[config.mk]
export PLATFORM = sky130hd
export DESIGN_NAME = cflush_seq
export DESIGN_NICKNAME = d
export VERILOG_FILES = /design/src/rtl/cfs_pkg.sv /design/src/rtl/cfs_sync.sv /design/src/rtl/cfs_strap.sv /design/src/rtl/cfs_fsm.sv /design/src/rtl/cflush_seq.sv
export SDC_FILE = /design/constraint.sdc
export NUM_CORES = 1
export LEC_CHECK = 0
export ABC_AREA = 0
export BUFFER_PORTS_ARGS = -buffer_cell sky130_fd_sc_hd__buf_2
export CAP_MARGIN = 5
export CORE_MARGIN = 2
export CORE_UTILIZATION = 44
export CTS_BUF_LIST = sky130_fd_sc_hd__clkbuf_16
export DETAILED_ROUTE_END_ITERATION = 7
export PLACE_DENSITY = 0.72
export SKIP_LAST_GASP = 1
export SYNTH_ARGS = -nofsm -noshare
export SYNTH_HDL_FRONTEND = slang
export SYNTH_HIERARCHICAL = 1
export SYNTH_SLANG_ARGS = --single-unit
[constraint.sdc]
create_clock -name clk -period 1.5 [get_ports clk]
set_input_delay 0.225 -clock clk [delete_from_list [all_inputs] [get_ports clk]]
set_output_delay 0.225 -clock clk [all_outputs]
set_load 0.05 [all_outputs]
[src/rtl/cfs_pkg.sv]
package cfs_pkg;
   typedef enum logic [2:0] {
      ST_IDLE,
      ST_SCAN,
      ST_WB,
      ST_INV,
      ST_ACK1,
      ST_ACK2
   } cfs_state_e;
endpackage

[src/rtl/cfs_sync.sv]
// Synchronises the asynchronous active-low flush pin and emits one pulse per falling edge.
module cfs_sync #(
   parameter int STAGES = 2
) (
   input  logic clk,
   input  logic rst,
   input  logic async_n,
   output logic req_pulse
);
   if (STAGES < 2) begin : g_bad_stages
      $error("cfs_sync: STAGES must be at least 2");
   end

   for (genvar g = 0; g < STAGES; g++) begin : g_stage
      logic q;
      if (g == 0) begin : g_first
         always_ff @(posedge clk) begin
            if (rst) q <= 1'b1;
            else     q <= async_n;
         end
      end else begin : g_next
         always_ff @(posedge clk) begin
            if (rst) q <= 1'b1;
            else     q <= g_stage[g-1].q;
         end
      end
   end

   logic sync_n;
   logic prev_n;
   assign sync_n = g_stage[STAGES-1].q;

   always_ff @(posedge clk) begin
      if (rst) prev_n <= 1'b1;
      else     prev_n <= sync_n;
   end

   assign req_pulse = prev_n & ~sync_n;
endmodule

[src/rtl/cfs_strap.sv]
// Captures the static mode strap and the test-mode strap while reset is high.
module cfs_strap (
   input  logic clk,
   input  logic rst,
   input  logic flush_n,
   input  logic wb_mode,
   output logic test_mode,
   output logic wb_sel
);
   logic tm_q;
   logic wb_q;

   // The value held after reset falls is the one seen at the last edge with rst high.
   always_ff @(posedge clk) begin
      if (rst) begin
         tm_q <= ~flush_n;
         wb_q <= wb_mode;
      end
   end

   assign test_mode = tm_q;
   assign wb_sel    = wb_q;
endmodule

[src/rtl/cfs_fsm.sv]
module cfs_fsm
   import cfs_pkg::*;
#(
   parameter int LINES  = 16,
   parameter int CODE_W = 4,
   parameter logic [CODE_W-1:0] FLUSH_CODE = 4'h5,
   localparam int IDX_W = $clog2(LINES)
) (
   input  logic              clk,
   input  logic              rst,
   input  logic              start_req,
   input  logic              enable,
   input  logic              wb_sel,
   input  logic              line_dirty,
   input  logic              wb_done,
   output logic [IDX_W-1:0]  line_idx,
   output logic              wb_req,
   output logic              inv_all,
   output logic              sc_req,
   output logic [CODE_W-1:0] sc_code,
   output logic              busy
);
   localparam logic [IDX_W-1:0] LAST_IDX = IDX_W'(LINES - 1);

   cfs_state_e       st;
   logic [IDX_W-1:0] idx;
   logic             pend;

   always_ff @(posedge clk) begin
      if (rst) begin
         st   <= ST_IDLE;
         idx  <= '0;
         pend <= 1'b0;
      end else begin
         // A fresh request outranks the acceptance of an older one.
         if (start_req && enable)        pend <= 1'b1;
         else if (st == ST_IDLE && pend) pend <= 1'b0;

         unique case (st)
            ST_IDLE: begin
               if (pend) begin
                  idx <= '0;
                  st  <= wb_sel ? ST_SCAN : ST_INV;
               end
            end
            ST_SCAN: begin
               if (line_dirty)             st  <= ST_WB;
               else if (idx == LAST_IDX)   st  <= ST_INV;
               else                        idx <= idx + IDX_W'(1);
            end
            ST_WB: begin
               if (wb_done) begin
                  if (idx == LAST_IDX) begin
                     st <= ST_INV;
                  end else begin
                     idx <= idx + IDX_W'(1);
                     st  <= ST_SCAN;
                  end
               end
            end
            ST_INV:  st <= wb_sel ? ST_ACK1 : ST_IDLE;
            ST_ACK1: st <= ST_ACK2;
            ST_ACK2: st <= ST_IDLE;
            default: st <= ST_IDLE;
         endcase
      end
   end

   assign line_idx = idx;
   assign wb_req   = (st == ST_WB);
   assign inv_all  = (st == ST_INV);
   assign sc_req   = (st == ST_ACK1) || (st == ST_ACK2);
   assign sc_code  = sc_req ? FLUSH_CODE : '0;
   assign busy     = (st != ST_IDLE);
endmodule

[src/rtl/cflush_seq.sv]
module cflush_seq #(
   parameter int LINES       = 16,
   parameter int SYNC_STAGES = 2,
   parameter int CODE_W      = 4,
   parameter logic [CODE_W-1:0] FLUSH_CODE = 4'h5,
   localparam int IDX_W = $clog2(LINES)
) (
   input  logic              clk,
   input  logic              rst,
   input  logic              flush_n,
   input  logic              wb_mode,
   output logic [IDX_W-1:0]  line_idx,
   input  logic              line_dirty,
   output logic              wb_req,
   input  logic              wb_done,
   output logic              inv_all,
   output logic              sc_req,
   output logic [CODE_W-1:0] sc_code,
   output logic              busy,
   output logic              test_mode
);
   if (LINES < 2) begin : g_bad_lines
      $error("cflush_seq: LINES must be at least 2");
   end
   if (CODE_W < 1) begin : g_bad_code
      $error("cflush_seq: CODE_W must be at least 1");
   end

   logic start_req;
   logic wb_sel;

   cfs_sync #(.STAGES(SYNC_STAGES)) u_sync (
      .clk       (clk),
      .rst       (rst),
      .async_n   (flush_n),
      .req_pulse (start_req)
   );

   cfs_strap u_strap (
      .clk       (clk),
      .rst       (rst),
      .flush_n   (flush_n),
      .wb_mode   (wb_mode),
      .test_mode (test_mode),
      .wb_sel    (wb_sel)
   );

   cfs_fsm #(
      .LINES      (LINES),
      .CODE_W     (CODE_W),
      .FLUSH_CODE (FLUSH_CODE)
   ) u_fsm (
      .clk        (clk),
      .rst        (rst),
      .start_req  (start_req),
      .enable     (~test_mode),
      .wb_sel     (wb_sel),
      .line_dirty (line_dirty),
      .wb_done    (wb_done),
      .line_idx   (line_idx),
      .wb_req     (wb_req),
      .inv_all    (inv_all),
      .sc_req     (sc_req),
      .sc_code    (sc_code),
      .busy       (busy)
   );
endmodule

======== Word level (Yosys, flattened, before mapping) ========
Cells that the tools add are included.
storage, ports and cells
  register bits ........................... 13
  input port bits ......................... 6
  word-level logic and storage cells ...... 48
operators by class
  $add $sub $neg .......................... 1
  equality and inequality tests ........... 10
  multiplexer cells ....................... 16
  bitwise logic cells ..................... 4
  reduce and logical (&&, ||, !) cells .... 9
operator list
  operator               count
  $mux W3                6
  $mux W4                4
  $pmux W3 S5            1
  $pmux W4 S3            1
  $eq A3 B2 Y1 const B   2
  $eq A3 B3 Y1 const B   2
  $reduce_bool A3 Y1     2
  $add A4 B1 Y4 const B  1
  $eq A4 B4 Y1 const B   1
  $mux W2                2
  $ne A2 B1 Y1 const B   2
  $reduce_and A4 Y1      1
  $eq A3 B1 Y1 const B   1
  $logic_not A3 Y1       1
  $ne A3 B2 Y1 const B   1
  $not A1 Y1             3
  $reduce_and A3 Y1      1
  $logic_and A1 B1 Y1    2
  $mux W1                2
  $ne A2 B2 Y1 const B   1
  $reduce_bool A2 Y1     1
  $and A1 B1 Y1          1
  $logic_or A1 B1 Y1     1

======== Depth between registers and ports, before layout ========
  depth after elaboration ................. 4
  mapped depth ............................ 5
  gate-level depth less buffers ........... 5

======== By module ========
The synthesis kept the hierarchy.
by module, submodules not included
  module      times used  cells each  area an instance (µm²)  sequential area each (µm²)
  cfs_fsm     1           62          521.8                   160.2
  cfs_sync    1           7           85.1                    60.1
  cfs_strap   1           3           63.8                    60.1
  cflush_seq  1           1           3.8                     0.0

======== Worst setup path after synthesis ========
Ideal clock, no wire load.
  path kind ............................... reg2reg
  start point ............................. register u_fsm.st[0]
  end point ............................... register u_fsm.st[2]
  library setup time ...................... 0.070 ns
  arrival ................................. 2.019 ns
  setup slack ............................. -0.588 ns
  stages on the path, launching flop included .. 6
  buffers on the path ..................... 1
  cells stage by stage .................... dfxtp_1 > buf_6 > inv_1 > nor3b_1 > a22oi_1 > nor2_1
on the way
  elaborated cells on any way between the ends .. 10
  classes of those cells .................. eq/ne: 7; mux: 1; reduce/logical: 2
RTL lines
  what                      line              source
  start: declaration        cfs_fsm.sv:25     cfs_state_e st;
  start signal: assignment  cfs_fsm.sv:43     st <= wb_sel ? ST_SCAN : ST_INV;
  start signal: assignment  cfs_fsm.sv:61     ST_INV: st <= wb_sel ? ST_ACK1 : ST_IDLE;
  $eq A3 B2 Y1              n/a
  via inv_all               cflush_seq.sv:16  output logic inv_all,
  $pmux W3 S5               cfs_fsm.sv:39     unique case (st)
The timed path passes the listed nets, and every way through them passes these cells.
A chain may end at the register's enable or synchronous reset.

======== Worst setup path in the final report ========
  start point ............................. register u_fsm.st[1]
  end point ............................... output port inv_all
on the way
  longest elaborated chain between the ends .. 1
ends and longest elaborated chain
  what              line              source
  $eq A3 B2 Y1      cfs_fsm.sv:71     assign inv_all = (st == ST_INV);
  end: declaration  cflush_seq.sv:16
Every way passes these cells.

==> metrics.md <==
| Metric | Value |
|---|---|
| CP max stage cell | dfxtp_2 |
| Hold Path Class | in -> reg |
| CTS clock-pin slew for the worst setup and hold paths | 0.04 ns |
| RSZ-0062 raised after global routing | true |
| Std-Cell Rows | 14 |
| VDD IR max | 0.597 mV |
| Cell area after synthesis | 674 um^2 |
| Endpoints failing hold | 0 |
| DR WL/cell | 12.7 um |
| Num CTS Buffers | 3 |
| FF-to-FF End | u_fsm/line_idx[2]$_SDFFE_PP0P_ |
| Status | complete, no violations |
| Layout Nets | 97 |
| Commonest non-fill, non-tap cell in the layout | buf_2 |
| Synthesized flop and latch total | 13 |
| Clk root buf | clkbuf_16 |
| Core Area | 1470 um^2 |
| Worst R2R Start | u_fsm/line_idx[0]$_SDFFE_PP0P_ |
| Post-CTS setup buffer count | 0 |
| CP Data Required Time | 1.27 ns |
| N_diodes | 0 |
| Overall routed net length | 1340 um |
| Netlist cell types | 34 |
| GR Overflow Total | 0 |
| Leak Pwr | 0.370 nW |
| Drt drc | 0 |
| Final critical-path share of the clock period | 0.957 |
| Hold_buf cts | 0 |
| Synth warn | 6 |
| Placed cell areas | 767 um^2 |
| Hold Startpoint | wb_mode |
| Antenna violations before repair | 0 |
| Drt pass-1 iters | 4 |
| CTS tree | yes |
| Delay of the slowest cell on the worst path | 0.40 ns |
| Clock buffer depth | 2 |
| Initial Utilization | 0.458 |
| Ys async rst share | 0 |
| Fin util | 0.595 |
| Primary FF master, synth | dfxtp_1 |
| Pwr dens | 1120 nW/um^2 |
| Vias | 540 |
| Clk sinks | 13 |
| Final setup violation count | 0 |
| R2r setup slk | 0.09 ns |
| Hold Slack | 0.164 ns |
| Total negative slack | 0 ns |
| WHS Endpoint | u_strap/wb_sel$_DFFE_PP_ |
| Final Slew Violations | 0 |
| Worst setup EP type | output pin |
| First-pass GRT wire length | 2250 um |
| Skew final | 0.00199 ns |
| Clk_lat worst skew | 0.24 ns |
| Largest net degree at the start of global routing | 16 |
| Layout fillers | 123 |
| Most frequent cells in the layout | buf_2 (13), inv_1 (7), dfxtp_1 (6) |
| Kind of critical path | reg -> out |
| Seq/Total Area, Yosys | 0.416 |
| Worst endpoint data arrival time | 1.21 ns |
| Die height | 43.2 um |
| Hold Path Depth | 1 |
| Post-synth EDFFs | 2 |
| Remaining antenna violation count after routing | 0 |
| Number of global-route vias before repair | 506 |
| Worst path cell trace | buf_4, nor3b_2, buf_6 |
| Hpwl dp | 878 um |
| CP Launch Type | flip-flop |
| Die area | 1860 um^2 |
| Cells on worst reg2reg path | 5 |
| Post-DR vias/cell | 5.14 |
| Max Cap Viol | 0 |
| Crit path time final | 1.43 ns |
| Crit-path max FO | 7 |
| I/O Buffers | 16 |
| Final GP Congestion | 0.744 |
| H-tree Lvls | 1 |
| Layout cells sized above 1 | 0.393 |
| Synth Instances | 73 |
| Iter 0 DRT Violations | 6 |
| # IOs | 19 |
| Post-layout instance area | 876 um^2 |
| Fmax | 0.697 GHz |
| Mean post-synth cell area | 9.24 um^2 |
| Layout area overhead | 29.9% |
| Die width | 43.2 um |
| Gr usage total | 0.162 |
| Total power | 980 uW |
==> per-stage QoR <==
step                instances  setup slack [ns]
finish                    105            0.0652
global route              105          -0.00846
CTS                       105           -0.0272
detailed placement        101            0.0895
global placement          101             0.108
floorplan                  74           -0.0284
==> flip-flops by register name (all words and copies together) (netlist names) <==
signal / count
u_fsm/line_idx: 4
u_fsm/pend: 1
u_fsm/st: 3
u_strap/test_mode: 1
u_strap/wb_sel: 1
u_sync/g_stage.q: 2
u_sync/prev_n: 1
==> Yosys cell counts (2+ instances only) <==
| cell | count | area (um^2) |
|---|---|---|
| a21oi_1 | 2 | 10.0 |
| a22oi_1 | 3 | 22.5 |
| buf_4 | 4 | 30.0 |
| buf_6 | 2 | 22.5 |
| dfxtp_1 | 11 | 220 |
| edfxtp_1 | 2 | 60.1 |
| inv_1 | 6 | 22.5 |
| nand2_1 | 2 | 7.51 |
| nand3_1 | 4 | 20.0 |
| nor2_1 | 5 | 18.8 |
| nor2b_1 | 2 | 12.5 |
| nor3_1 | 2 | 10.0 |
| nor3b_1 | 2 | 15.0 |
| o21ai_0 | 4 | 20.0 |
| or2_1 | 3 | 18.8 |
==> how the worst max path moves through the flow <==
stage,cells after the start,end,startpoint,slack (ns)
finish,3,inv_all,u_fsm/st[1]$_SDFFE_PP0P_,0.07
global route,3,inv_all,u_fsm/st[1]$_SDFFE_PP0P_,-0.008
CTS,3,inv_all,u_fsm/st[1]$_SDFFE_PP0P_,-0.03
detailed placement,5,u_fsm/line_idx[2]$_SDFFE_PP0P_,u_fsm/line_idx[0]$_SDFFE_PP0P_,0.09
global placement,5,u_fsm/line_idx[2]$_SDFFE_PP0P_,u_fsm/line_idx[0]$_SDFFE_PP0P_,0.11
floorplan,5,u_fsm/st[2]$_SDFFE_PP0P_,u_fsm/st[0]$_SDFFE_PP0P_,-0.03
==> per-layer routing <==
metal | vias up | part of all wire | GRT usage
li1 | 278 | - | -
met1 | 244 | 0.47 | 0.217
met2 | 16 | 0.47 | 0.245
met3 | 2 | 0.046 | 0.0511
met4 | 0 | 0.0067 | 0.0545
met5 | - | 0 | 0
==> timing repair <==
item | in CTS | in global routing
setup endpoints to repair | 6 | 4
pin swaps | 0 | 1
gates resized for setup | 4 | 5
==> kinds of logic after synthesis <==
| group | count (synthesis) | synth area share |
|---|---|---|
| flops | 13 | 0.416 |
| other cells | 1 | 0.00556 |
| simple gates | 27 | 0.239 |
| mux | 1 | 0.0148 |
| compound gates | 15 | 0.169 |
| buf+inv | 14 | 0.124 |
| fa+ha+maj | 1 | 0.0185 |
| xor+xnor | 1 | 0.0130 |
==> final cells by class <==
| cell class | instances | area, um^2 | share of cell area |
|---|---|---|---|
| tap | 16 | 20.0 | 0.0229 |
| clock buffer | 3 | 75.1 | 0.0857 |
| inverter | 6 | 22.5 | 0.0257 |
| multi-input combinational | 47 | 349 | 0.399 |
| timing repair buffer | 19 | 114 | 0.130 |
| sequential | 13 | 292 | 0.333 |
| clock inverter | 1 | 3.75 | 0.00429 |
==> report_power, final <==
part	total, mW	switching (mW)	internal (mW)	leakage, nW
Sequential	0.378	0.0117	0.367	0.112
Clock	0.488	0.138	0.351	0.0423
Combinational	0.113	0.0759	0.0374	0.215
==> critical path: cells and delay by family, from the launching register on <==
| family | cells | cell delay, ns |
|---|---|---|
| flops | 1 | 0.40 |
| buf+inv | 2 | 0.35 |
| simple gates | 1 | 0.21 |
Note: power is estimated with default switching activity, not from simulation.
